==> config.mk <==
export PLATFORM = sky130hd
export DESIGN_NAME = gpio_irq_sense_ctrl
export DESIGN_NICKNAME = d
export VERILOG_FILES = /design/src/rtl/gis_pkg.sv /design/src/rtl/gis_pin_cell.sv /design/src/rtl/gis_regs.sv /design/src/rtl/gpio_irq_sense_ctrl.sv
export SDC_FILE = /design/constraint.sdc
export NUM_CORES = 1
export LEC_CHECK = 0
export ABC_AREA = 1
export BUFFER_PORTS_ARGS = -buffer_cell sky130_fd_sc_hd__buf_2
export CAP_MARGIN = 20
export CORE_MARGIN = 10
export CORE_UTILIZATION = 45
export DETAILED_ROUTE_END_ITERATION = 6
export SLEW_MARGIN = 20
export SYNTH_ARGS = -nofsm -noshare
export SYNTH_HDL_FRONTEND = slang
export SYNTH_SLANG_ARGS = --single-unit
==> constraint.sdc <==
create_clock -name clk -period 2.6 [get_ports clk]
set_input_delay 0.26 -clock clk [delete_from_list [all_inputs] [get_ports clk]]
set_output_delay 0.26 -clock clk [all_outputs]
set_load 0.01 [all_outputs]
==> src/rtl/gis_pkg.sv <==
package gis_pkg;
    localparam int ADDR_W  = 7;
    localparam int FIELD_W = 4;

    localparam logic [ADDR_W-1:0] OFF_ACCEPT = 7'h14;
    localparam logic [ADDR_W-1:0] OFF_MSET   = 7'h18;
    localparam logic [ADDR_W-1:0] OFF_MCLR   = 7'h1C;
    localparam logic [ADDR_W-1:0] OFF_RAW    = 7'h20;
    localparam logic [ADDR_W-1:0] OFF_MSTAT  = 7'h24;
    localparam logic [ADDR_W-1:0] OFF_ACK    = 7'h28;
    localparam logic [ADDR_W-1:0] OFF_SENSE  = 7'h40;

    typedef enum logic [FIELD_W-1:0] {
        SN_RISE = 4'd8,
        SN_FALL = 4'd9,
        SN_HIGH = 4'd10,
        SN_LOW  = 4'd11,
        SN_BOTH = 4'd12
    } sense_e;

    typedef enum logic [1:0] {
        EV_HOLD,
        EV_SET,
        EV_CLEAR
    } ev_step_e;
endpackage

==> src/rtl/gis_pin_cell.sv <==
module gis_pin_cell
    import gis_pkg::*;
(
    input  logic               clk,
    input  logic               rst_n,
    input  logic               pin,
    input  logic [FIELD_W-1:0] mode,
    input  logic               accept,
    input  logic               ack,
    output logic               event_q
);
    logic     prev_q;
    logic     edge_hit;
    logic     lvl_hit;
    ev_step_e step;

    // Previous value follows the pin at all times, reset included,
    // so the first compared cycle after reset sees no false edge.
    always_ff @(posedge clk) begin
        prev_q <= pin;
    end

    always_comb begin
        edge_hit = 1'b0;
        lvl_hit  = 1'b0;
        unique case (mode)
            SN_RISE: edge_hit = pin & ~prev_q;
            SN_FALL: edge_hit = ~pin & prev_q;
            SN_BOTH: edge_hit = pin ^ prev_q;
            SN_HIGH: lvl_hit  = pin;
            SN_LOW:  lvl_hit  = ~pin;
            default: ;
        endcase
    end

    // Accepted edge beats acknowledge; acknowledge beats a level hit.
    always_comb begin
        if (accept && edge_hit) begin
            step = EV_SET;
        end else if (ack) begin
            step = EV_CLEAR;
        end else if (accept && lvl_hit) begin
            step = EV_SET;
        end else begin
            step = EV_HOLD;
        end
    end

    always_ff @(posedge clk or negedge rst_n) begin
        if (!rst_n) begin
            event_q <= 1'b0;
        end else begin
            unique case (step)
                EV_SET:   event_q <= 1'b1;
                EV_CLEAR: event_q <= 1'b0;
                default:  event_q <= event_q;
            endcase
        end
    end

    p_edge_beats_ack_r10: assert property (@(posedge clk) disable iff (!rst_n)
        (accept && edge_hit) |=> event_q);

    p_ack_drops_level_r11: assert property (@(posedge clk) disable iff (!rst_n)
        (ack && !(accept && edge_hit)) |=> !event_q);

    p_blocked_stays_clear_r5: assert property (@(posedge clk) disable iff (!rst_n)
        (!accept && !event_q) |=> !event_q);

    p_bad_code_silent_r4: assert property (@(posedge clk) disable iff (!rst_n)
        (!event_q && !(mode inside {4'd8, 4'd9, 4'd10, 4'd11, 4'd12})) |=> !event_q);
endmodule

==> src/rtl/gis_regs.sv <==
module gis_regs
    import gis_pkg::*;
#(
    parameter int NPIN = 32
) (
    input  logic                    clk,
    input  logic                    rst_n,
    input  logic                    bus_wr,
    input  logic [ADDR_W-1:0]       bus_addr,
    input  logic [NPIN-1:0]         bus_wdata,
    input  logic [NPIN-1:0]         raw_ev,
    output logic [NPIN-1:0]         accept_q,
    output logic [NPIN-1:0]         mask_q,
    output logic [NPIN*FIELD_W-1:0] sense_q,
    output logic [NPIN-1:0]         ack_vec,
    output logic [NPIN-1:0]         bus_rdata
);
    localparam int NSREG = (NPIN * FIELD_W) / NPIN;

    logic wr_accept, wr_mset, wr_mclr;

    assign wr_accept = bus_wr && (bus_addr == OFF_ACCEPT);
    assign wr_mset   = bus_wr && (bus_addr == OFF_MSET);
    assign wr_mclr   = bus_wr && (bus_addr == OFF_MCLR);
    assign ack_vec   = (bus_wr && (bus_addr == OFF_ACK)) ? bus_wdata : '0;

    always_ff @(posedge clk or negedge rst_n) begin
        if (!rst_n) begin
            accept_q <= '0;
        end else if (wr_accept) begin
            accept_q <= bus_wdata;
        end
    end

    always_ff @(posedge clk or negedge rst_n) begin
        if (!rst_n) begin
            mask_q <= '0;
        end else if (wr_mset) begin
            mask_q <= mask_q | bus_wdata;
        end else if (wr_mclr) begin
            mask_q <= mask_q & ~bus_wdata;
        end
    end

    for (genvar g = 0; g < NSREG; g++) begin : g_sense
        localparam logic [ADDR_W-1:0] SADDR = OFF_SENSE + ADDR_W'(4 * g);
        always_ff @(posedge clk or negedge rst_n) begin
            if (!rst_n) begin
                sense_q[g*NPIN +: NPIN] <= '0;
            end else if (bus_wr && (bus_addr == SADDR)) begin
                sense_q[g*NPIN +: NPIN] <= bus_wdata;
            end
        end
    end

    always_comb begin
        bus_rdata = '0;
        case (bus_addr)
            OFF_ACCEPT: bus_rdata = accept_q;
            OFF_MCLR:   bus_rdata = mask_q;
            OFF_RAW:    bus_rdata = raw_ev;
            OFF_MSTAT:  bus_rdata = raw_ev & mask_q;
            default:    ;
        endcase
        for (int g = 0; g < NSREG; g++) begin
            if (bus_addr == OFF_SENSE + ADDR_W'(4 * g)) begin
                bus_rdata = sense_q[g*NPIN +: NPIN];
            end
        end
    end

    p_mask_set_r6: assert property (@(posedge clk) disable iff (!rst_n)
        wr_mset |=> ((mask_q & $past(bus_wdata)) == $past(bus_wdata)));

    p_mask_clr_r6: assert property (@(posedge clk) disable iff (!rst_n)
        wr_mclr |=> ((mask_q & $past(bus_wdata)) == '0));

    p_accept_hold_r5: assert property (@(posedge clk) disable iff (!rst_n)
        !wr_accept |=> $stable(accept_q));
endmodule

==> src/rtl/gpio_irq_sense_ctrl.sv <==
module gpio_irq_sense_ctrl
    import gis_pkg::*;
#(
    parameter int NPIN = 32
) (
    input  logic              clk,
    input  logic              rst_n,
    input  logic [NPIN-1:0]   pin_in,
    input  logic              bus_wr,
    input  logic [ADDR_W-1:0] bus_addr,
    input  logic [NPIN-1:0]   bus_wdata,
    output logic [NPIN-1:0]   bus_rdata,
    output logic              irq_lo,
    output logic              irq_hi
);
    localparam int HALF = NPIN / 2;

    logic [NPIN-1:0]         accept_q;
    logic [NPIN-1:0]         mask_q;
    logic [NPIN*FIELD_W-1:0] sense_q;
    logic [NPIN-1:0]         ack_vec;
    logic [NPIN-1:0]         raw_ev;
    logic [NPIN-1:0]         pend;

    gis_regs #(.NPIN(NPIN)) u_regs (
        .clk       (clk),
        .rst_n     (rst_n),
        .bus_wr    (bus_wr),
        .bus_addr  (bus_addr),
        .bus_wdata (bus_wdata),
        .raw_ev    (raw_ev),
        .accept_q  (accept_q),
        .mask_q    (mask_q),
        .sense_q   (sense_q),
        .ack_vec   (ack_vec),
        .bus_rdata (bus_rdata)
    );

    for (genvar p = 0; p < NPIN; p++) begin : g_pin
        gis_pin_cell u_cell (
            .clk     (clk),
            .rst_n   (rst_n),
            .pin     (pin_in[p]),
            .mode    (sense_q[p*FIELD_W +: FIELD_W]),
            .accept  (accept_q[p]),
            .ack     (ack_vec[p]),
            .event_q (raw_ev[p])
        );
    end

    assign pend   = raw_ev & mask_q;
    assign irq_lo = |pend[HALF-1:0];
    assign irq_hi = |pend[NPIN-1:HALF];

    p_irq_lo_source_r9: assert property (@(posedge clk) disable iff (!rst_n)
        irq_lo |-> ((|raw_ev[HALF-1:0]) && (|mask_q[HALF-1:0])));

    p_irq_hi_source_r9: assert property (@(posedge clk) disable iff (!rst_n)
        irq_hi |-> ((|raw_ev[NPIN-1:HALF]) && (|mask_q[NPIN-1:HALF])));

    p_ack_clears_r8: assert property (@(posedge clk) disable iff (!rst_n)
        (bus_wr && bus_addr == OFF_ACK && bus_wdata[0] && sense_q[FIELD_W-1:0] == 4'd0)
        |=> !raw_ev[0]);
endmodule

==> results.tsv, run 1 <==
metric	value	unit
Setup crit start kind	register	
CP startpoint	g_pin[18].u_cell.event_q	
Final nets	2267	
max-cap check violation count	0	
antenna violations before repair	0	
DRT iter0 DRCs	1182	
TritonCTS Buffers	31	
Hold Vio Cnt, Final	0	
CTS tree	yes	
Layout area overhead	17.70	%
Synth Warn #	0	
Worst Min Path Start	bus_wdata[31]	
register area share after synthesis	42.21	%
min cycle time layout	2308	ps
Worst EP required	2340	ps
fmax	433.3	MHz
CTS clk-pin slew, worst paths	60	ps
Final setup viols	0	
top cell type's share of synthesized area	37.88	%
synthesized net count	2142	
clock skew	7.905	ps
routed wire length per instance	18.38	um
Slew @ Worst Pin	701.4	ps
worst r2r src	g_pin[18].u_cell.prev_q	
Site Rows	66	
peak supply drop	572.5	uV
setup ws final	292.4	ps
DP Worst Slack	446.2	ps
Leak	0.008761	uW
clk sinks	256	
outcome	complete, no violations	
Via density	5.360	
Fill cells	3098	
top_reg_cell synth	dfrtp_1	
fin. max-slew vios	0	
GRT Util Overall	22.78	%
Initial Utilization	45.59	%
Post-Synthesis Cells	1972	
num ports	108	
dpl cells	2473	
syn avg cell area	7.503	sq um
H-tree levels	1	
EDFF count, synth	0	
met2 Track Usage GR	38.46	%
IO Port Bufs	107	
met3 usage	2.699	%
Routed Antenna Nets	0	
post-detailed-placement half-perimeter wirelength	32400	um
count leader, synth	nand2_1	
maximum clock insertion buffer count	3	
Setup TNS	0	ps
GRT Residual Overflow	0	
post-synthesis register bit count	256	
period utilization	88.76	%
post-synth cell types	32	
CTS Root Cell	clkbuf_16	
Slew HR	53.24	%
Crit Path Category	reg -> out	
DR pass1 iterations	5	
die height	201.3	um
number of global-route vias before repair	13060	
synth top area cells	dfrtp_1 38%, nand2_1 13%, ha_1 8.1%	
CP Capture Type	primary output	
register area	6246	sq um
gpl congestion	0.8540	
layout cells sized above 1	10.13	%
Commonest cells post-synth	530 x nand2_1, 224 x dfrtp_1, 201 x inv_1, 194 x nand3_1, 177 x o21ai_0	
global-route wire length before repair	74560	um
Die X	201.3	um
core region area	32450	sq um
Worst-Skew Late Latency	560	ps
DRC viols	0	
largest net degree at the start of global routing	81	
hold_ws	54.67	ps
Die Area	40530	sq um
footprint of the multi-input gates	7491	sq um
detailed-route via count	13740	
HP Class	in -> reg	
Cell Count, Final, Fillers Out	2564	
diodes inserted	0	
crit path DAT	2050	ps
GRT busiest layer	met2	
met1 global-route usage	30.13	%
Synth area leader	dfrtp_1	
synthesized area	14800	sq um
async set-reset flop share out of synthesis	87.50	%
crit-path max FO	3	
PD cells	591.0	nW/um^2
unrepaired setup endpoints after global routing	no	
routed wire length	47120	um
## report_power, final
| part | total [uW] | switching [uW] | internal (uW) |
|---|---|---|---|
| sequential | 4770 | 428 | 4340 |
| clock | 4510 | 1790 | 2720 |
| combinational | 1010 | 621 | 393 |
## critical path: stages, from the launching register on
cell,delay [ps]
dfrtp_1,410
nand2_1,80
inv_1,60
nor4_1,490
nand4_1,240
buf_2,200
## kinds of logic after synthesis
group | count (synthesis) | share of synthesized area, %
DFF | 256 | 42.21
adders and majority gates | 96 | 8.118
AOI/OAI and AO/OA | 409 | 14.57
buffers and inverters | 286 | 7.500
and+or+nand+nor | 900 | 26.12
xor gates and xnor gates | 25 | 1.480
## area by class of cell
cell class | count | area share, %
multi-input cells | 1430 | 43.01
flip-flops and latches | 256 | 35.86
repair buffers | 174 | 7.429
clock buffers | 39 | 4.914
inverters | 204 | 4.397
well taps | 442 | 3.176
clock inverters | 19 | 1.207
## final timing paths
path / end / slack, ps / depth (start not counted)
min: u_regs.sense_q[127] / 50 / 3
max: irq_hi / 290 / 5
min in group asynchronous: g_pin[0].u_cell.event_q / 280 / 2
max reg2reg: g_pin[18].u_cell.event_q / 870 / 8
min reg2reg: g_pin[11].u_cell.event_q / 510 / 2
max in group asynchronous: g_pin[13].u_cell.event_q / 1520 / 3
## through the flow
step                      utilization (%)  total power [uW]  instance area [sq um]
after floorplan                         -              5258                  14800
after global placement              49.36              5771                  16020
after detailed placement            49.36              5813                  16020
after CTS                           53.66             10360                  17420
after global routing                53.66             10750                  17420
final                               53.66             10290                  17420
## placed cells by master, fill, tap and decap left out, types with 10 or more instances in the layout
master,count
nand2_1,528
dfrtp_1,224
inv_1,201
nand3_1,194
o21ai_0,177
a21oi_1,110
buf_2,106
ha_1,96
nor2_1,88
o21ai_1,82
dlygate4sd3_1,33
dfxtp_1,32
clkbuf_16,31
nand4_1,30
o31ai_1,22
buf_4,21
nand3b_1,20
xnor2_1,13
buf_12,13
xor2_1,12
clkinv_2,10
## layer usage
layer | wire length [um] | vias to the layer above | share of wire, %
met1 | 21200 | 6524 | 45
li1 | - | 6791 | -
met4 | 1320 | 0 | 2.8
met5 | 0 | - | 0
met2 | 22500 | 349 | 48
met3 | 2100 | 80 | 4.5
## what timing repair did
action | CTS | global route
resized for setup | 0 | 0
buffers inserted | 0 | 0
hold buffers | 33 | 0
endpoints found under the hold margin | 107 | 0
(Power assumes the default switching activity.)
==> inputs of run 2 (changes only) <==
==> constraint.sdc (replaced) <==
create_clock -name clk -period 2.6 [get_ports clk]
set_input_delay 0.13 -clock clk [delete_from_list [all_inputs] [get_ports clk]]
set_output_delay 0.13 -clock clk [all_outputs]
set_load 0.01 [all_outputs]
==> results.tsv, run 2 (synthesis results as in run 1) <==
metric	value	unit
Setup crit start kind	register	
Leak	0.008736	uW
period utilization	85.87	%
Layout area overhead	17.46	%
CTS tree	yes	
Cell Count, Final, Fillers Out	2573	
largest net degree at the start of global routing	84	
CP Capture Type	register	
Resized Gates After CTS	0	
fin. max-slew vios	0	
GRT Residual Overflow	0	
DRC viols	0	
Via density	5.392	
diodes inserted	0	
num ports	108	
min cycle time layout	2233	ps
Final setup viols	0	
IO Port Bufs	107	
antenna violations before repair	0	
Worst Min Path Start	bus_wdata[17]	
H-tree levels	1	
PD cells	570.5	nW/um^2
gpl congestion	0.8341	
Worst EP required	3040	ps
Slew HR	44.48	%
Hold Vio Cnt, Final	0	
peak supply drop	501.0	uV
maximum clock insertion buffer count	3	
DRT iter0 DRCs	985	
Initial Utilization	45.59	%
clock skew	19.61	ps
CTS clk-pin slew, worst paths	60	ps
Worst-Skew Late Latency	570	ps
HP Class	in -> reg	
outcome	complete, no violations	
TritonCTS Buffers	30	
GRT Util Overall	22.59	%
crit-path max FO	2	
commonest non-fill, non-tap cell in the layout	nand2_1	
max-cap check violation count	0	
detailed-route via count	13870	
global-route wire length before repair	74390	um
Site Rows	66	
CP startpoint	g_pin[18].u_cell.prev_q	
die height	201.3	um
CTS Root Cell	clkbuf_16	
worst r2r src	g_pin[18].u_cell.prev_q	
most frequent cells in the layout	528 x nand2_1, 224 x dfrtp_1, 201 x inv_1	
post-detailed-placement half-perimeter wirelength	32030	um
Slew @ Worst Pin	827.8	ps
layout cells sized above 1	9.244	%
Setup TNS	0	ps
routed wire length	46580	um
DR pass1 iterations	5	
number of global-route vias before repair	13140	
unrepaired setup endpoints after global routing	no	
clk sinks	256	
Die X	201.3	um
fmax	447.9	MHz
core region area	32450	sq um
routed wire length per instance	18.10	um
dpl cells	2468	
crit path DAT	2670	ps
Routed Antenna Nets	0	
Crit Path Category	reg -> reg	
Final nets	2278	
Die Area	40530	sq um
==> run 2: per-layer routing <==
| metal | global-route usage [%] | up-vias | share of wire [%] |
|---|---|---|---|
| li1 | - | 6809 | - |
| met4 | 6.470 | 0 | 2.8 |
| met2 | 38.37 | 368 | 48 |
| met3 | 2.651 | 84 | 5.1 |
| met5 | 0 | - | 0 |
| met1 | 29.66 | 6612 | 44 |
==> run 2: where the power goes <==
part           switching, uW  internal, uW
Sequential               418          4340
Combinational            627           403
Clock                   1700          2420
Total                   2750          7170
==> run 2: worst max-delay path: stages, from the launching register on <==
cell and delay, ps:
dfxtp_1 310, ha_1 270, nand2_1 60, nand3_1 80
a211oi_1 660, nor3_1 240, ha_1 360, nand2_1 60
o21ai_0 70
==> run 2: path summary, 6_finish.rpt <==
path                                       endpoint  slack [ps]  cells after the start
min reg2reg                 g_pin[4].u_cell.event_q         510                      2
max                        g_pin[18].u_cell.event_q         370                      8
min in group asynchronous   g_pin[0].u_cell.event_q         150                      2
max in group asynchronous        u_regs.sense_q[86]        1600                      3
min                             u_regs.sense_q[113]          10                      3
max reg2reg                g_pin[18].u_cell.event_q         370                      8
==> run 2: through the flow <==
step | hold WS [ps] | area [sq um] | utilization [%] | worst slack [ps] | total power [uW]
2_1_floorplan | -165.6 | 14800 | - | 961.1 | 5258
3_3_place_gp | 193.4 | 15930 | 49.09 | 423.7 | 5757
3_5_place_dp | 187.1 | 15930 | 49.09 | 367.5 | 5800
4_1_cts | 11.30 | 17380 | 53.55 | 374.8 | 9986
5_1_grt | 36.75 | 17380 | 53.55 | 335.1 | 10350
6_report | 11.02 | 17380 | 53.55 | 367.3 | 9915
==> run 2: repair_timing <==
item | in CTS | in global routing
hold buffers | 50 | 0
endpoints found under the hold margin | 182 | 0
setup buffers | 0 | 0
setup endpoints to repair | 0 | 0
==> run 2: final cells by class <==
| type | instances | area (sq um) |
|---|---|---|
| clock buffer | 49 | 893.4 |
| clock inverter | 6 | 55.05 |
| fill | 3145 | 15070 |
| inverter | 204 | 765.7 |
| multi-input combinational | 1430 | 7491 |
| sequential | 256 | 6246 |
| tap | 442 | 553.0 |
| timing repair buffer | 186 | 1376 |
==> inputs of run 3 (changes only) <==
CORE_ASPECT_RATIO = 1.4   (was unset)
CTS_BUF_LIST = sky130_fd_sc_hd__clkbuf_16   (was unset)
clock period = 2.3 ns   (was 2.6 ns; I/O delays follow)
==> results.tsv, run 3 (synthesis results as in run 1) <==
metric	value	unit
gpl congestion	0.8388	
crit path DAT	2030	ps
IO Port Bufs	107	
Crit Path Category	reg -> out	
Setup TNS	0	ps
TritonCTS Buffers	29	
CTS Root Cell	clkbuf_16	
outcome	complete, no violations	
detailed-route via count	13910	
unrepaired setup endpoints after global routing	no	
layout cells sized above 1	9.359	%
Cell Count, Final, Fillers Out	2577	
Die X	173.3	um
peak supply drop	531.4	uV
PD cells	626.7	nW/um^2
Layout area overhead	17.78	%
CTS tree	yes	
Slew HR	60.62	%
Initial Utilization	45.67	%
register area	6246	sq um
GRT Util Overall	22.97	%
Hold Vio Cnt, Final	0	
Site Rows	78	
fin. max-slew vios	0	
H-tree levels	1	
crit-path max FO	3	
min cycle time layout	2142	ps
final core occ	53.79	%
die height	234.6	um
Slew @ Worst Pin	583.3	ps
Worst Reg-to-Reg Cells	7	
DRT iter0 DRCs	1063	
Setup crit start kind	register	
Final setup viols	0	
routed wire length per instance	18.47	um
CTS clk-pin slew, worst paths	60	ps
Die Area	40640	sq um
DR pass1 iterations	5	
maximum clock insertion buffer count	3	
num ports	108	
largest net degree at the start of global routing	68	
max-cap check violation count	0	
DRC viols	0	
antenna violations before repair	0	
GRT Residual Overflow	0	
post-detailed-placement half-perimeter wirelength	32450	um
reg2reg end	g_pin[24].u_cell.event_q	
commonest non-fill, non-tap cell in the layout	nand2_1	
Routed Antenna Nets	0	
HP Class	in -> reg	
fmax	466.8	MHz
most frequent cells in the layout	528 x nand2_1, 224 x dfrtp_1, 206 x inv_1	
WHS Endpoint	u_regs.accept_q[24]	
Tot Pwr	10920	uW
Worst Min Path Start	bus_wdata[24]	
footprint of the multi-input gates	7497	sq um
Worst-Skew Late Latency	560	ps
CP Capture Type	primary output	
clock skew	13.02	ps
setup slack, reg-to-reg	540	ps
core region area	32400	sq um
Hold Crit Depth	3	
Worst EP required	2180	ps
hold_ws	9.655	ps
number of global-route vias before repair	13620	
worst r2r src	g_pin[24].u_cell.prev_q	
diodes inserted	0	
Via density	5.397	
global-route wire length before repair	74490	um
dpl cells	2468	
Final nets	2284	
clk sinks	256	
Fill cells	3160	
Leak	0.008762	uW
routed wire length	47590	um
period utilization	93.15	%
run 3: changes by cell type in the layout (fill, tap and decap cells not counted), moves of 2 or more:
cell           previous run  this run
inv_6                     0         2
clkinv_2                  5         7
clkinvlp_4                0         2
clkbuf_8                  5         0
buf_12                    9        13
clkbuf_16                31        29
buf_4                    20        18
clkinv_1                  0         7
dlygate4sd3_1            50        55
clkbuf_1                 13         0
inv_1                   201       206
run 3: repair_timing:
item	CTS	global route
endpoints found under the hold margin	288	0
hold buffers	55	0
setup endpoints to repair	1	0
gates resized for setup	1	0
buffers inserted	0	0
run 3: metrics by stage:
stage | setup WS, ps | instance area, sq um
final | 157.6 | 17430
after detailed placement | 412.9 | 15990
after global placement | 469.7 | 15990
after floorplan | 676.1 | 14800
after CTS | 131.2 | 17430
after global routing | 71.03 | 17430
run 3: final cells by class:
cell class                      instances  area share [%]
Inverter                              204           4.394
Clock inverter                         25          0.8687
Sequential cell                       256           35.84
Tap cell                              440           3.159
Timing Repair Buffer                  193           8.558
Clock buffer                           29           4.164
Multi-Input combinational cell       1430           43.02
run 3: worst max path at each step:
stage,start,to,slack [ps],cells past startpoint
finish,g_pin[26].u_cell.event_q,irq_hi,160,5
global route,g_pin[26].u_cell.event_q,irq_hi,70,5
CTS,g_pin[15].u_cell.event_q,irq_lo,130,5
detailed placement,bus_addr[6],u_regs.sense_q[48],410,8
global placement,bus_addr[4],u_regs.sense_q[48],470,9
floorplan,bus_addr[0],g_pin[30].u_cell.event_q,680,11
run 3: layer usage:
metal / vias to the layer above / wire length, um / GRT usage [%]
li1: 6827 / - / -
met1: 6569 / 19060 / 26.69
met2: 411 / 24350 / 42.23
met3: 102 / 2616 / 3.111
met4: 0 / 1573 / 8.885
met5: - / 0 / 0
run 3: report_power, final:
part | switching [uW] | leakage, uW | total [uW] | internal (uW)
Sequential | 473 | 0.00329 | 5380 | 4910
Combinational | 715 | 0.00502 | 1190 | 471
Clock | 1950 | 0.000450 | 4360 | 2410
run 3: worst max-delay path: stages, from the launching register on:
cell	delay [ps]
dfrtp_1	430
nand2_1	90
inv_1	50
nor4_1	480
nand4_1	220
buf_2	190
